===== src/rtl/fseq_pkg.sv =====
package fseq_pkg;

  typedef enum logic [1:0] {
    MODE_READ  = 2'd0,
    MODE_FAST  = 2'd1,
    MODE_WRITE = 2'd2,
    MODE_USER  = 2'd3
  } mode_e;

  typedef enum logic [1:0] {
    ACT_DROP   = 2'd0,
    ACT_RAW    = 2'd1,
    ACT_FRAMED = 2'd2
  } act_e;

  typedef struct packed {
    act_e        act;
    logic [7:0]  opcode;
    logic [1:0]  addr_last;   // index of first (most significant) address byte
    logic [5:0]  dummies;
    logic        op_err;
  } plan_t;

  localparam int         STOP_BIT    = 2;
  localparam int         OPC_LSB     = 16;
  localparam int         WEN_LSB     = 16;
  localparam logic [7:0] READ_OPCODE = 8'h03;
  localparam logic [7:0] FILL_BYTE   = 8'hFF;

  localparam logic [1:0] SEL_CTRL = 2'd0;
  localparam logic [1:0] SEL_WEN  = 2'd1;
  localparam logic [1:0] SEL_AW   = 2'd2;

  function automatic logic [5:0] dummy_count(input logic [31:0] w);
    return {w[14], w[7:6], 3'b000};
  endfunction

endpackage


===== src/rtl/fseq_regs.sv =====
module fseq_regs
  import fseq_pkg::*;
#(
  parameter int NUM_CE = 2,
  parameter int CE_W   = 1
) (
  input  logic                    clk,
  input  logic                    rst,
  input  logic                    cfg_we,
  input  logic [1:0]              cfg_sel,
  input  logic [CE_W-1:0]         cfg_ce,
  input  logic [31:0]             cfg_wdata,
  input  logic [NUM_CE-1:0]       seq_select,
  input  logic [NUM_CE-1:0]       seq_release,
  output logic [NUM_CE-1:0][31:0] ctrl_o,
  output logic [NUM_CE-1:0]       wen_o,
  output logic [NUM_CE-1:0]       aw_o,
  output logic [NUM_CE-1:0]       cs_n_o
);

  localparam logic [31:0] CTRL_RST = 32'(1) << STOP_BIT;

  logic [NUM_CE-1:0] wen_q;
  logic [NUM_CE-1:0] aw_q;

  for (genvar g = 0; g < NUM_CE; g++) begin : g_ce
    logic [31:0] word_q;
    logic        hit;

    assign hit = cfg_we && (cfg_sel == SEL_CTRL) && (cfg_ce == CE_W'(g));

    always_ff @(posedge clk) begin
      if (rst) begin
        word_q <= CTRL_RST;
      end else begin
        if (hit) word_q <= cfg_wdata;
        if (seq_select[g])  word_q[STOP_BIT] <= 1'b0;
        if (seq_release[g]) word_q[STOP_BIT] <= 1'b1;
      end
    end

    assign ctrl_o[g] = word_q;
    assign cs_n_o[g] = word_q[STOP_BIT];


    release_high_chk: assert property (@(posedge clk) disable iff (rst)
      seq_release[g] |=> cs_n_o[g]);


    cfg_cs_follow_chk: assert property (@(posedge clk) disable iff (rst)
      (hit && !seq_select[g] && !seq_release[g]) |=> (cs_n_o[g] == $past(cfg_wdata[STOP_BIT])));
  end

  always_ff @(posedge clk) begin
    if (rst) begin
      wen_q <= '0;
      aw_q  <= '0;
    end else if (cfg_we) begin
      if (cfg_sel == SEL_WEN) wen_q <= cfg_wdata[WEN_LSB +: NUM_CE];
      if (cfg_sel == SEL_AW)  aw_q  <= cfg_wdata[NUM_CE-1:0];
    end
  end

  assign wen_o = wen_q;
  assign aw_o  = aw_q;

endmodule


===== src/rtl/fseq_decode.sv =====
module fseq_decode
  import fseq_pkg::*;
(
  input  logic [31:0] ctrl,
  input  logic        wen,
  input  logic        aw,
  input  logic        is_write,
  output plan_t       plan
);

  mode_e mode;
  logic  unused_ctrl;

  assign mode        = mode_e'(ctrl[1:0]);
  assign unused_ctrl = ^{ctrl[31:24], ctrl[13:8], ctrl[5:2]};

  always_comb begin
    plan           = '0;
    plan.act       = ACT_FRAMED;
    plan.opcode    = (mode == MODE_READ) ? READ_OPCODE : ctrl[OPC_LSB +: 8];
    plan.addr_last = aw ? 2'd3 : 2'd2;
    plan.dummies   = (mode == MODE_FAST) ? dummy_count(ctrl) : 6'd0;
    if (is_write && !wen) begin
      plan.act = ACT_DROP;
    end else if (mode == MODE_USER) begin
      plan.act = ACT_RAW;
    end else if (is_write != (mode == MODE_WRITE)) begin
      plan.act = ACT_DROP;
    end
    plan.op_err = (plan.act == ACT_FRAMED) && (plan.opcode == 8'h00);
  end

endmodule


===== src/rtl/fseq_engine.sv =====
module fseq_engine
  import fseq_pkg::*;
#(
  parameter int NUM_CE    = 2,
  parameter int CE_W      = 1,
  parameter int MAX_BYTES = 4
) (
  input  logic                   clk,
  input  logic                   rst,
  input  logic                   req_valid,
  output logic                   req_ready,
  input  logic                   req_write,
  input  logic [CE_W-1:0]        req_ce,
  input  logic [31:0]            req_addr,
  input  logic [$clog2(MAX_BYTES)-1:0] req_bytes_m1,
  input  logic [8*MAX_BYTES-1:0] req_wdata,
  input  plan_t                  plan,
  output logic                   resp_valid,
  output logic [8*MAX_BYTES-1:0] resp_rdata,
  output logic                   resp_err,
  output logic                   xfer_valid,
  output logic [7:0]             xfer_tx,
  input  logic                   xfer_done,
  input  logic [7:0]             xfer_rx,
  output logic [NUM_CE-1:0]      seq_select,
  output logic [NUM_CE-1:0]      seq_release,
  output logic [CE_W-1:0]        active_ce,
  output logic                   framed_o
);

  localparam int SZ_W   = $clog2(MAX_BYTES);
  localparam int DATA_W = 8 * MAX_BYTES;
  localparam int CNT_W  = 6;

  typedef enum logic [2:0] {
    ST_IDLE, ST_CMD, ST_ADDR, ST_DUMMY, ST_DATA, ST_FIN
  } state_e;

  state_e            state;
  logic [CNT_W-1:0]  cnt;
  logic [7:0]        op_q;
  logic [31:0]       addr_q;
  logic [DATA_W-1:0] wdata_q;
  logic [DATA_W-1:0] rdata_q;
  logic [SZ_W-1:0]   size_q;
  logic [5:0]        dummies_q;
  logic [CE_W-1:0]   ce_q;
  logic              wr_q;
  logic              framed_q;
  logic              err_q;
  logic              accept;
  logic              step;

  assign accept = req_valid && (state == ST_IDLE);
  assign step   = xfer_valid && xfer_done;

  always_ff @(posedge clk) begin
    if (rst) begin
      state     <= ST_IDLE;
      cnt       <= '0;
      op_q      <= '0;
      addr_q    <= '0;
      wdata_q   <= '0;
      rdata_q   <= '0;
      size_q    <= '0;
      dummies_q <= '0;
      ce_q      <= '0;
      wr_q      <= 1'b0;
      framed_q  <= 1'b0;
      err_q     <= 1'b0;
    end else begin
      unique case (state)
        ST_IDLE: if (accept) begin
          op_q      <= plan.opcode;
          addr_q    <= req_addr;
          wdata_q   <= req_wdata;
          rdata_q   <= '0;
          size_q    <= req_bytes_m1;
          dummies_q <= plan.dummies;
          ce_q      <= req_ce;
          wr_q      <= req_write;
          framed_q  <= (plan.act == ACT_FRAMED);
          err_q     <= plan.op_err;
          cnt       <= '0;
          unique case (plan.act)
            ACT_DROP:   state <= ST_FIN;
            ACT_RAW:    state <= ST_DATA;
            default:    state <= ST_CMD;
          endcase
        end
        ST_CMD: if (step) begin
          state <= ST_ADDR;
          cnt   <= CNT_W'(plan_addr_last_q);
        end
        ST_ADDR: if (step) begin
          if (cnt == '0) begin
            if (dummies_q != '0) begin
              state <= ST_DUMMY;
              cnt   <= CNT_W'(dummies_q - 6'd1);
            end else begin
              state <= ST_DATA;
            end
          end else begin
            cnt <= cnt - 1'b1;
          end
        end
        ST_DUMMY: if (step) begin
          if (cnt == '0) state <= ST_DATA;
          else           cnt   <= cnt - 1'b1;
        end
        ST_DATA: if (step) begin
          if (!wr_q) rdata_q[{cnt[SZ_W-1:0], 3'b000} +: 8] <= xfer_rx;
          if (cnt[SZ_W-1:0] == size_q) begin
            state <= ST_FIN;
            cnt   <= '0;
          end else begin
            cnt <= cnt + 1'b1;
          end
        end
        default: state <= ST_IDLE;
      endcase
    end
  end

  // Address width is latched with the rest of the plan.
  logic [1:0] plan_addr_last_q;
  always_ff @(posedge clk) begin
    if (rst)         plan_addr_last_q <= 2'd2;
    else if (accept) plan_addr_last_q <= plan.addr_last;
  end

  always_comb begin
    unique case (state)
      ST_CMD:   xfer_tx = op_q;
      ST_ADDR:  xfer_tx = addr_q[{cnt[1:0], 3'b000} +: 8];
      ST_DUMMY: xfer_tx = FILL_BYTE;
      ST_DATA:  xfer_tx = wr_q ? wdata_q[{cnt[SZ_W-1:0], 3'b000} +: 8] : 8'h00;
      default:  xfer_tx = 8'h00;
    endcase
  end

  assign xfer_valid  = (state == ST_CMD) || (state == ST_ADDR) ||
                       (state == ST_DUMMY) || (state == ST_DATA);
  assign req_ready   = (state == ST_IDLE);
  assign resp_valid  = (state == ST_FIN);
  assign resp_rdata  = rdata_q;
  assign resp_err    = err_q && (state == ST_FIN);
  assign seq_select  = (accept && plan.act == ACT_FRAMED) ? (NUM_CE'(1) << req_ce) : '0;
  assign seq_release = ((state == ST_FIN) && framed_q) ? (NUM_CE'(1) << ce_q) : '0;
  assign active_ce   = ce_q;
  assign framed_o    = framed_q;


  accept_stall_chk: assert property (@(posedge clk) disable iff (rst)
    (req_valid && req_ready) |=> !req_ready);


  resp_single_chk: assert property (@(posedge clk) disable iff (rst)
    resp_valid |=> (req_ready && !resp_valid));


  write_rdata_zero_chk: assert property (@(posedge clk) disable iff (rst)
    (resp_valid && wr_q) |-> (resp_rdata == '0));

endmodule


===== src/rtl/spi_window_sequencer.sv =====
module spi_window_sequencer
  import fseq_pkg::*;
#(
  parameter int NUM_CE    = 2,
  parameter int MAX_BYTES = 4,
  localparam int CE_W     = (NUM_CE > 1) ? $clog2(NUM_CE) : 1,
  localparam int SZ_W     = $clog2(MAX_BYTES),
  localparam int DATA_W   = 8 * MAX_BYTES
) (
  input  logic              clk,
  input  logic              rst,
  input  logic              cfg_we,
  input  logic [1:0]        cfg_sel,
  input  logic [CE_W-1:0]   cfg_ce,
  input  logic [31:0]       cfg_wdata,
  input  logic              req_valid,
  output logic              req_ready,
  input  logic              req_write,
  input  logic [CE_W-1:0]   req_ce,
  input  logic [31:0]       req_addr,
  input  logic [SZ_W-1:0]   req_bytes_m1,
  input  logic [DATA_W-1:0] req_wdata,
  output logic              resp_valid,
  output logic [DATA_W-1:0] resp_rdata,
  output logic              resp_err,
  output logic              xfer_valid,
  output logic [7:0]        xfer_tx,
  input  logic              xfer_done,
  input  logic [7:0]        xfer_rx,
  output logic [NUM_CE-1:0] cs_n
);

  logic [NUM_CE-1:0][31:0] ctrl_words;
  logic [NUM_CE-1:0]       wen_bits;
  logic [NUM_CE-1:0]       aw_bits;
  logic [NUM_CE-1:0]       seq_select;
  logic [NUM_CE-1:0]       seq_release;
  logic [CE_W-1:0]         eng_ce;
  logic                    eng_framed;
  plan_t                   plan;

  fseq_regs #(.NUM_CE(NUM_CE), .CE_W(CE_W)) u_regs (
    .clk         (clk),
    .rst         (rst),
    .cfg_we      (cfg_we),
    .cfg_sel     (cfg_sel),
    .cfg_ce      (cfg_ce),
    .cfg_wdata   (cfg_wdata),
    .seq_select  (seq_select),
    .seq_release (seq_release),
    .ctrl_o      (ctrl_words),
    .wen_o       (wen_bits),
    .aw_o        (aw_bits),
    .cs_n_o      (cs_n)
  );

  fseq_decode u_decode (
    .ctrl     (ctrl_words[req_ce]),
    .wen      (wen_bits[req_ce]),
    .aw       (aw_bits[req_ce]),
    .is_write (req_write),
    .plan     (plan)
  );

  fseq_engine #(.NUM_CE(NUM_CE), .CE_W(CE_W), .MAX_BYTES(MAX_BYTES)) u_engine (
    .clk          (clk),
    .rst          (rst),
    .req_valid    (req_valid),
    .req_ready    (req_ready),
    .req_write    (req_write),
    .req_ce       (req_ce),
    .req_addr     (req_addr),
    .req_bytes_m1 (req_bytes_m1),
    .req_wdata    (req_wdata),
    .plan         (plan),
    .resp_valid   (resp_valid),
    .resp_rdata   (resp_rdata),
    .resp_err     (resp_err),
    .xfer_valid   (xfer_valid),
    .xfer_tx      (xfer_tx),
    .xfer_done    (xfer_done),
    .xfer_rx      (xfer_rx),
    .seq_select   (seq_select),
    .seq_release  (seq_release),
    .active_ce    (eng_ce),
    .framed_o     (eng_framed)
  );


  framed_cs_low_chk: assert property (@(posedge clk) disable iff (rst)
    (xfer_valid && eng_framed) |-> !cs_n[eng_ce]);

endmodule


===== config.mk =====
export PLATFORM = sky130hd
export DESIGN_NAME = spi_window_sequencer
export DESIGN_NICKNAME = d
export VERILOG_FILES = /design/src/rtl/fseq_pkg.sv /design/src/rtl/fseq_regs.sv /design/src/rtl/fseq_decode.sv /design/src/rtl/fseq_engine.sv /design/src/rtl/spi_window_sequencer.sv
export SDC_FILE = /design/constraint.sdc
export NUM_CORES = 1
export LEC_CHECK = 0
export ABC_AREA = 1
export BUFFER_PORTS_ARGS = -buffer_cell sky130_fd_sc_hd__buf_2
export CORE_ASPECT_RATIO = 2
export CORE_MARGIN = 2
export CORE_UTILIZATION = 45
export DETAILED_ROUTE_END_ITERATION = 8
export GPL_ROUTABILITY_DRIVEN = 0
export PLACE_DENSITY_LB_ADDON = 0.15
export SYNTH_ARGS = -nofsm -noshare
export SYNTH_HDL_FRONTEND = slang
export SYNTH_SLANG_ARGS = --single-unit

===== constraint.sdc =====
create_clock -name clk -period 2.3 [get_ports clk]
set_clock_uncertainty 0.1 [all_clocks]
set_input_delay 0.115 -clock clk [delete_from_list [all_inputs] [get_ports clk]]
set_output_delay 0.115 -clock clk [all_outputs]
set_load 0.1 [all_outputs]

==> flow_metrics.tcl, run 1 <==
set metrics [dict create \
    status "complete, no violations" \
    cts.sinks 155 \
    synthDistinctLibCells 37 \
    fp.dieH_um 183 \
    use_met3_pct 4.17 \
    htree_num_levels 4 \
    hold_violations 0 \
    vias_per_cell 5.16 \
    hold_class "primary input to register" \
    start_kind "register" \
    path_max_fanout 29 \
    power_density_mw_per_mm2 1110 \
    netlist_instances 1040 \
    slew_violations 0 \
    syn_nets 1162 \
    wire_per_inst_um 15.3 \
    fill_cells 1440 \
    drive_gt1_share_pct 17.5 \
    synth_area_mm2 0.00717 \
    nets 1365 \
    mostFrequentLayoutCell "nand2_1" \
    area_delta_synth_final_pct 34.9 \
    grt_pass1_wl_um 34100 \
    place_hpwl_um 14500 \
    grt_overflow 0 \
    vias 7512 \
    criticalPathCategory "register to output port" \
    clk_pin_slew_ns 0.07 \
    grt_pass1_vias 7089 \
    portBuffers 143 \
    power_leakage_nw 4.03 \
    antenna_found_initial 0 \
    synth_edf_count 0 \
    io_pins 162 \
    critPathRequiredTime_ns 2.09 \
    tightest_slew_ns 1.03 \
    ant_nets 0 \
    dp.cells 1339 \
    layout_min_cycle_time_ns 2.21 \
    grt.total_usage_pct 25.7 \
    tritoncts "done" \
    cts_buffers 17 \
    cp-end-kind "output port" \
    die_w_um 93.3 \
    layout_common_cells "nand2_1, a21oi_1, dfxtp_1" \
    layoutNonFillerInstCount 1456 \
    drtIter0Drc 371 \
    stdcell_area_mm2 0.00967 \
    ir_worst_vdd_mv 0.596 \
    grt_setup_unrepaired "false" \
    grt_start_max_net_pins 114 \
    clk_latency_ns 0.43 \
    cts.path.max_buffers 2 \
    async_reset_ff_share_pct 0 \
    root_buffer "clkbuf_16" \
    ys.flop_type "dfxtp_1" \
    coreArea_mm2 0.0157 \
    insertedDiodeCount 0 \
    drt-total-wl_um 22200 \
    ys_warn_count 0 \
    yosysSeqAreaShare_pct 43.3 \
    maxCapViolations 0 \
    groute.layer.met1.usage_pct 27.3 \
    start_util_pct 45.7 \
    row_count 65 \
    worst_ep_arrival_time_ns 1.99 \
    grt-busiest-layer "met2" \
    setup_violations 0 \
    ys_ff_latch 155 \
    placed_area_mm2 0.00819 \
    fin_tns_setup_ns 0 \
    slew_headroom_pct 31.3 \
    first_pass_iters 7 \
    fmax_mhz 453 \
    min_period_over_period_pct 96.0 \
    synth.avg_cell_area_um2 6.89 \
    drc 0 \
    die_area_mm2 0.0170 \
    grt_util_met2_pct 47.4 \
]
==> cell families (layout without fill, tap and decap cells) <==
kind of cell | count (synthesis) | in the layout | share of synthesized area [%]
AND/OR/NAND/NOR | 391 | 391 | 22.6
AO/OA/AOI/OAI | 321 | 321 | 23.2
buffers and inverters | 162 | 377 | 9.34
flip-flops | 155 | 155 | 43.3
adder cells (fa/ha/maj) | 6 | 6 | 1.05
XOR/XNOR | 5 | 5 | 0.611
==> what timing repair did <==
item                                    4_1_cts  5_1_grt
hold buffers                                 85        0
resized for setup                             5        6
endpoints found under the setup margin        4       55
cloned                                        0        1
setup buffers                                 0        0
hold endpoints to repair                    100        0
==> final cells by class <==
| cell class | count | area (um^2) | share of cell area (%) |
|---|---|---|---|
| Inverter | 94 | 353 | 3.65 |
| Tap cell | 201 | 251 | 2.60 |
| Multi-Input combinational cell | 723 | 3430 | 35.5 |
| Sequential cell | 155 | 3100 | 32.1 |
| Clock inverter | 13 | 133 | 1.37 |
| Timing Repair Buffer | 252 | 1970 | 20.3 |
| Clock buffer | 18 | 429 | 4.44 |
==> synth_stat cells, types with 7 or more instances <==
cell	instances	share of area, %
nand3_1	62	4.3
buf_2	24	1.7
a21oi_1	187	13
dfxtp_1	155	43
inv_1	91	4.8
nand4_1	7	0.61
nor2_1	71	3.7
o21ai_0	117	8.2
clkbuf_1	34	1.8
nand2_1	232	12
==> metal layers <==
layer,vias to the layer above,part of all wire [%]
li1,3813,-
met1,3399,38
met2,239,53
met3,61,4.2
met4,0,4.7
met5,-,0
==> registers in the layout (all words and copies together) (netlist names), 2 cells and up <==
register             flops
u_regs.g_ce.word_q      28
u_engine.dummies_q       3
u_engine.resp_rdata     32
u_engine.cnt             6
u_engine.op_q            8
u_regs.aw_o              2
u_engine.state           3
u_engine.wdata_q        32
u_regs.wen_o             2
u_engine.addr_q         32
u_engine.size_q          2
==> power by group <==
part	total, mW	internal (mW)	switching, mW
logic	4.65	1.43	3.23
clock network	2.70	1.51	1.19
registers	3.34	3.12	0.212
total	10.7	6.06	4.63
==> worst max-delay path: stages, from the launching register on <==
cell and delay, ns:
dfxtp_1 0.37, inv_1 0.10, buf_12 0.18, o21ai_0 0.28, a21oi_1 0.12, a21oi_1 0.15, nand3_1 0.15, buf_12 0.21
==> final timing paths <==
check / endpoint / cells past startpoint / from / slack (ns)
worst max-delay path: xfer_tx[1] / 7 / u_engine.cnt[0] / 0.09
worst max register to register: u_engine.cnt[0] / 8 / u_engine.cnt[0] / 0.21
worst min-delay path: u_engine.resp_rdata[30] / 5 / xfer_rx[6] / 0.009
worst min register to register: u_regs.wen_o[0] / 2 / u_regs.wen_o[0] / 0.35
==> stage by stage <==
step	hold WS [ns]	worst slack [ns]	util, %	total power [mW]
global placement	0.268	0.110	52.2	7.73
finish	0.00941	0.0918	61.6	10.7
detailed placement	0.269	0.0715	52.2	7.77
CTS	0.00299	0.0157	61.3	10.6
global route	0.00778	0.00742	61.6	11.3
floorplan	0.150	0.00941	-	6.57
(Power assumes the default switching activity.)
==> run 2, diff against run 1 <==
- ABC_AREA: 1 -> default
==> run 2 against run 1 <==
Register-to-register slack is essentially flat. First-iteration DRC count shrank 18%. Sequential cell count is the same. Critical path depth shrank 2. Synthesized area shrank 3.6%. Clock power is essentially flat. Utilization grew 2.0 points. Power shrank 10%. Global-route usage shrank 2.3 points. Combinational power shrank 23%.
==> flow_metrics.tcl, run 2 <==
set metrics [dict create \
    cts_buffers 17 \
    min_period_over_period_pct 97.7 \
    layoutNonFillerInstCount 1256 \
    reg2reg_from "u_engine.dummies_q[3]" \
    coreArea_mm2 0.0151 \
    layout_min_cycle_time_ns 2.25 \
    rr_endpoint "u_engine.cnt[0]" \
    fp.dieH_um 179 \
    ys_ff_latch 155 \
    netlist_instances 829 \
    reg2regPathDepth 8 \
    drc 0 \
    r2r_slack_ns 0.20 \
    status "complete, no violations" \
    p_int_mw 5.96 \
    criticalPathCategory "register to output port" \
    power.switching_mw 3.62 \
    vias 6613 \
    grt_pass1_vias 6404 \
    fill_cells 1296 \
    cp-end-kind "output port" \
    clk_latency_ns 0.42 \
    finalPower_mw 9.57 \
    area_delta_synth_final_pct 39.3 \
    endpoint "xfer_tx[5]" \
    startpoint "u_engine.cnt[1]" \
    wire_per_inst_um 15.6 \
    nets 1167 \
    clkPwrFrac_pct 28.2 \
    yosysSeqAreaShare_pct 44.9 \
    synth_top_area_share_pct 44.9 \
    path_max_fanout 12 \
    p_seq_share_pct 34.3 \
    mostFrequentLayoutCell "nand2_1" \
    grt_overflow 0 \
    netlist_top_cells_area "dfxtp_1, nand2_1, a21oi_1, mux4_2, nor2_1" \
    ys_warn_count 0 \
    root_buffer "clkbuf_16" \
    portBuffers 143 \
    grt_pass1_wl_um 30900 \
    start_kind "register" \
    synthDistinctLibCells 58 \
    place_hpwl_um 13000 \
    cts.sinks 155 \
    row_count 64 \
    drive_gt1_share_pct 23.8 \
    htree_num_levels 4 \
    clk_pin_slew_ns 0.07 \
    ys.flop_type "dfxtp_1" \
    synth.avg_cell_area_um2 8.34 \
    ir_worst_vdd_mv 0.740 \
    tightest_slew_ns 0.615 \
    die_area_mm2 0.0164 \
    drtIter0Drc 303 \
    synth_area_mm2 0.00691 \
    grt.total_usage_pct 23.4 \
    io_pins 162 \
    start_util_pct 45.7 \
    slew_violations 0 \
    insertedDiodeCount 0 \
    swShare_pct 37.8 \
    cts.path.max_buffers 2 \
    synth.most_common_cell "nand2_1" \
    worst_ep_arrival_time_ns 2.03 \
    synthTopCellsByCount "nand2_1, dfxtp_1, a21oi_1, nor2_1, clkbuf_1" \
    slew_headroom_pct 59.0 \
    die_w_um 91.6 \
    yosysTopAreaCell "dfxtp_1" \
    vias_per_cell 5.27 \
    syn_nets 951 \
    stdcell_area_mm2 0.00963 \
    grt_start_max_net_pins 73 \
    power_leakage_nw 3.82 \
    dp.cells 1131 \
    drt-total-wl_um 19600 \
    antenna_found_initial 0 \
    setup_violations 0 \
    postLayoutCoreUtil_pct 63.6 \
    first_pass_iters 4 \
    synth_edf_count 0 \
    hold_class "primary input to register" \
    placed_area_mm2 0.00806 \
    power_density_mw_per_mm2 994 \
    combPwrFrac_pct 37.6 \
    layout_common_cells "nand2_1, dfxtp_1, buf_2" \
    ant_nets 0 \
    maxCapViolations 0 \
    fmax_mhz 445 \
    critPathRequiredTime_ns 2.09 \
    tritoncts "done" \
    async_reset_ff_share_pct 0 \
    hold_violations 0 \
]
-- run 2: worst min-delay path by stage --
stage                                    endpoint     startpoint  slack [ns]  depth (start not counted)
after floorplan           u_engine.resp_rdata[10]     xfer_rx[2]        0.14                          1
after global placement       u_engine.wdata_q[23]  req_wdata[23]        0.26                          3
after detailed placement      u_engine.addr_q[17]   req_addr[17]        0.26                          3
after CTS                         u_regs.wen_o[0]     cfg_sel[0]        0.03                          4
after global routing              u_regs.wen_o[0]         cfg_we        0.08                          4
final                             u_regs.wen_o[0]     cfg_sel[0]        0.04                          4
-- run 2: kinds of logic after synthesis --
family          share of synthesized area [%]
mux                                      8.58
xor+xnor                                0.887
simple gates                             21.3
compound gates                           18.8
flops                                    44.9
fa+ha+maj                                1.09
buf+inv                                  4.47
-- run 2: layout make-up --
type                            instances  area, um^2  area share (%)
Inverter                               10        37.5           0.390
Timing Repair Buffer                  261        2100            21.9
Tap cell                              198         248            2.57
Clock buffer                           19         433            4.50
Clock inverter                         13         130            1.35
Sequential cell                       155        3110            32.3
Multi-Input combinational cell        600        3570            37.0
-- run 2: timing repair --
action,4_1_cts,5_1_grt
setup endpoints to repair,8,12
hold buffers,90,0
buffers inserted,1,0
cloned,0,2
hold endpoints to repair,131,0
gates resized for setup,8,5
-- run 2: power by group through the flow --
stage / Combinational [mW] / Sequential [mW] / Clock [mW]
floorplan: 2.42 / 3.27 / 0
global placement: 3.33 / 3.29 / 0
detailed placement: 3.35 / 3.30 / 0
CTS: 3.52 / 3.26 / 2.74
global route: 3.89 / 3.32 / 2.85
finish: 3.60 / 3.28 / 2.70
-- run 2: per-layer routing --
| metal | up-vias | share of wire [%] | track usage (%) |
|---|---|---|---|
| li1 | 3307 | - | - |
| met4 | 0 | 2.1 | 9.41 |
| met1 | 3115 | 41 | 27.1 |
| met3 | 25 | 4.2 | 4.79 |
| met2 | 166 | 53 | 41.8 |
| met5 | - | 0 | 0 |
-- run 2: metrics by stage --
stage / worst slack (ns) / hold WS [ns] / TNS (ns)
4_1_cts: 0.0150 / 0.0319 / 0
2_1_floorplan: -0.527 / 0.141 / -1.49
3_5_place_dp: 0.183 / 0.261 / 0
5_1_grt: -0.00913 / 0.0824 / -0.00913
6_report: 0.0528 / 0.0364 / 0
3_3_place_gp: 0.204 / 0.257 / 0
-- run 2: worst max-delay path, cell delays in order (launching register included) --
cell and delay, ns:
dfxtp_2 0.41, buf_12 0.18, mux4_2 0.56, a21oi_1 0.21, o21ai_2 0.09, buf_12 0.17
==> run 3, diff against run 2 <==
==> constraint.sdc (replaced) <==
create_clock -name clk -period 2.3 [get_ports clk]
set_clock_uncertainty 0.1 [all_clocks]
set_input_delay 0.345 -clock clk [delete_from_list [all_inputs] [get_ports clk]]
set_output_delay 0.345 -clock clk [all_outputs]
set_load 0.1 [all_outputs]
==> run 3 against run 2 <==
The flow now finishes with violations (negative setup slack). Sequential share of layout area is 2.3 points higher. Sequential power hardly changed. Utilization is 4.1 points lower. Power is 0.89% higher. Highest routed layer unchanged.
==> flow_metrics.tcl, run 3 (synthesis results as in run 2) <==
set metrics [dict create \
    wl_met1_um 7600 \
    layout_min_cycle_time_ns 2.35 \
    first_pass_iters 5 \
    clk_latency_ns 0.42 \
    wire_per_inst_um 15.4 \
    die_w_um 91.6 \
    cts.path.max_buffers 2 \
    path_buf_inv 2 \
    grt_pass1_wl_um 29600 \
    min_period_over_period_pct 102 \
    place_ws_ns 0.0405 \
    insertedDiodeCount 0 \
    mostFrequentLayoutCell "nand2_1" \
    start_kind "register" \
    fin_ws_ns -0.0537 \
    vias_per_cell 5.34 \
    layout_common_cells "nand2_1, dfxtp_1, buf_2" \
    antenna_found_initial 0 \
    ant_nets 0 \
    setup_violations 7 \
    portBuffers 143 \
    power_density_mw_per_mm2 1070 \
    grt_setup_unrepaired "true" \
    wl_met3_um 798 \
    slew_violations 0 \
    crit_family "multiplexers" \
    grt.total_usage_pct 22.4 \
    vias 6318 \
    htree_num_levels 4 \
    path_max_fanout 10 \
    io_pins 162 \
    power_leakage_nw 3.55 \
    status "finished, violations left" \
    finalPower_mw 9.66 \
    row_count 64 \
    hold_violations 0 \
    fmax_mhz 425 \
    violations "negative setup slack" \
    cpMaxStageDelayCell "mux4_2" \
    stdcell_area_mm2 0.00901 \
    drc 0 \
    cp_cell_sequence "buf_12, mux4_2, a21oi_4, o21ai_4, buf_12" \
    tightest_slew_ns 0.664 \
    max_stage_delay_ns 0.55 \
    tritoncts "done" \
    grt_start_max_net_pins 88 \
    fp.dieH_um 179 \
    hold_class "primary input to register" \
    critPathRequiredTime_ns 1.86 \
    clk_pin_slew_ns 0.07 \
    ir_worst_vdd_mv 0.737 \
    drtIter0Drc 380 \
    place_hpwl_um 12900 \
    drt-total-wl_um 18200 \
    cts_hold_buf 0 \
    maxCapViolations 0 \
    nets 1094 \
    coreArea_mm2 0.0151 \
    die_area_mm2 0.0164 \
    worst_ep_arrival_time_ns 1.91 \
    criticalPathCategory "register to output port" \
    wl_met2_um 9490 \
    highest-signal-layer "met4" \
    slew_headroom_pct 55.8 \
    cts_buffers 17 \
    grt_pass1_vias 6139 \
    root_buffer "clkbuf_16" \
    cts.sinks 155 \
    drive_gt1_share_pct 29.0 \
    start_util_pct 45.7 \
    grt_overflow 0 \
    crit_top_cell "buf_12" \
    cp-end-kind "output port" \
    placed_area_mm2 0.00825 \
    postLayoutCoreUtil_pct 59.5 \
    area_delta_synth_final_pct 30.3 \
]
run 3: changes by cell type in the layout (fill, tap and decap cells not counted), sizes merged:
cell	delta
dlygate4sd3	-90
bufinv	-1
inv	+1
buf	+18
clkbuf	-1
run 3: where the power goes:
part	internal, mW	total, mW	switching (mW)
Combinational	1.45	3.68	2.23
Sequential	3.03	3.28	0.254
Clock	1.46	2.70	1.24
Total	5.94	9.66	3.72
run 3: routing by layer:
metal	up-vias	GRT usage (%)
li1	3170	-
met1	2958	26.9
met2	165	40.2
met3	25	3.61
met4	0	7.77
met5	-	0
run 3: repair_timing:
item,CTS,global route
resized for setup,21,10
setup buffers,5,2
setup endpoints to repair,9,13
pin swaps,4,3
hold endpoints to repair,0,0
run 3: final timing paths:
kind	start	endpoint	slack, ns	depth (start not counted)
setup / recovery	u_engine.cnt[0]	xfer_tx[0]	-0.05	5
hold / removal	req_wdata[20]	u_engine.wdata_q[20]	0.05	3
setup reg to reg	u_engine.cnt[1]	u_engine.cnt[1]	0.17	8
hold reg to reg	u_engine.wdata_q[7]	u_engine.wdata_q[7]	0.35	2
run 3: final cells by class:
| class | count | area (um^2) |
|---|---|---|
| clock inverters | 13 | 128 |
| clock buffers | 19 | 443 |
| well taps | 198 | 248 |
| flip-flops and latches | 155 | 3120 |
| inverters | 10 | 37.5 |
| fillers | 1373 | 6130 |
| multi-input cells | 600 | 3720 |
| repair buffers | 188 | 1310 |
run 3: worst min-delay path, cell delays in order:
cell and delay, ns:
buf_2 0.09, nand2_1 0.04, a21oi_1 0.05
run 3: per-stage QoR:
stage | instances | TNS (ns) | hold WS (ns)
2_1_floorplan | 829 | -0.473 | 0.331
3_3_place_gp | 1144 | 0 | 0.340
3_5_place_dp | 1144 | 0 | 0.345
4_1_cts | 1181 | -0.508 | 0.0416
5_1_grt | 1183 | -0.667 | 0.0556
6_report | 1183 | -0.212 | 0.0513
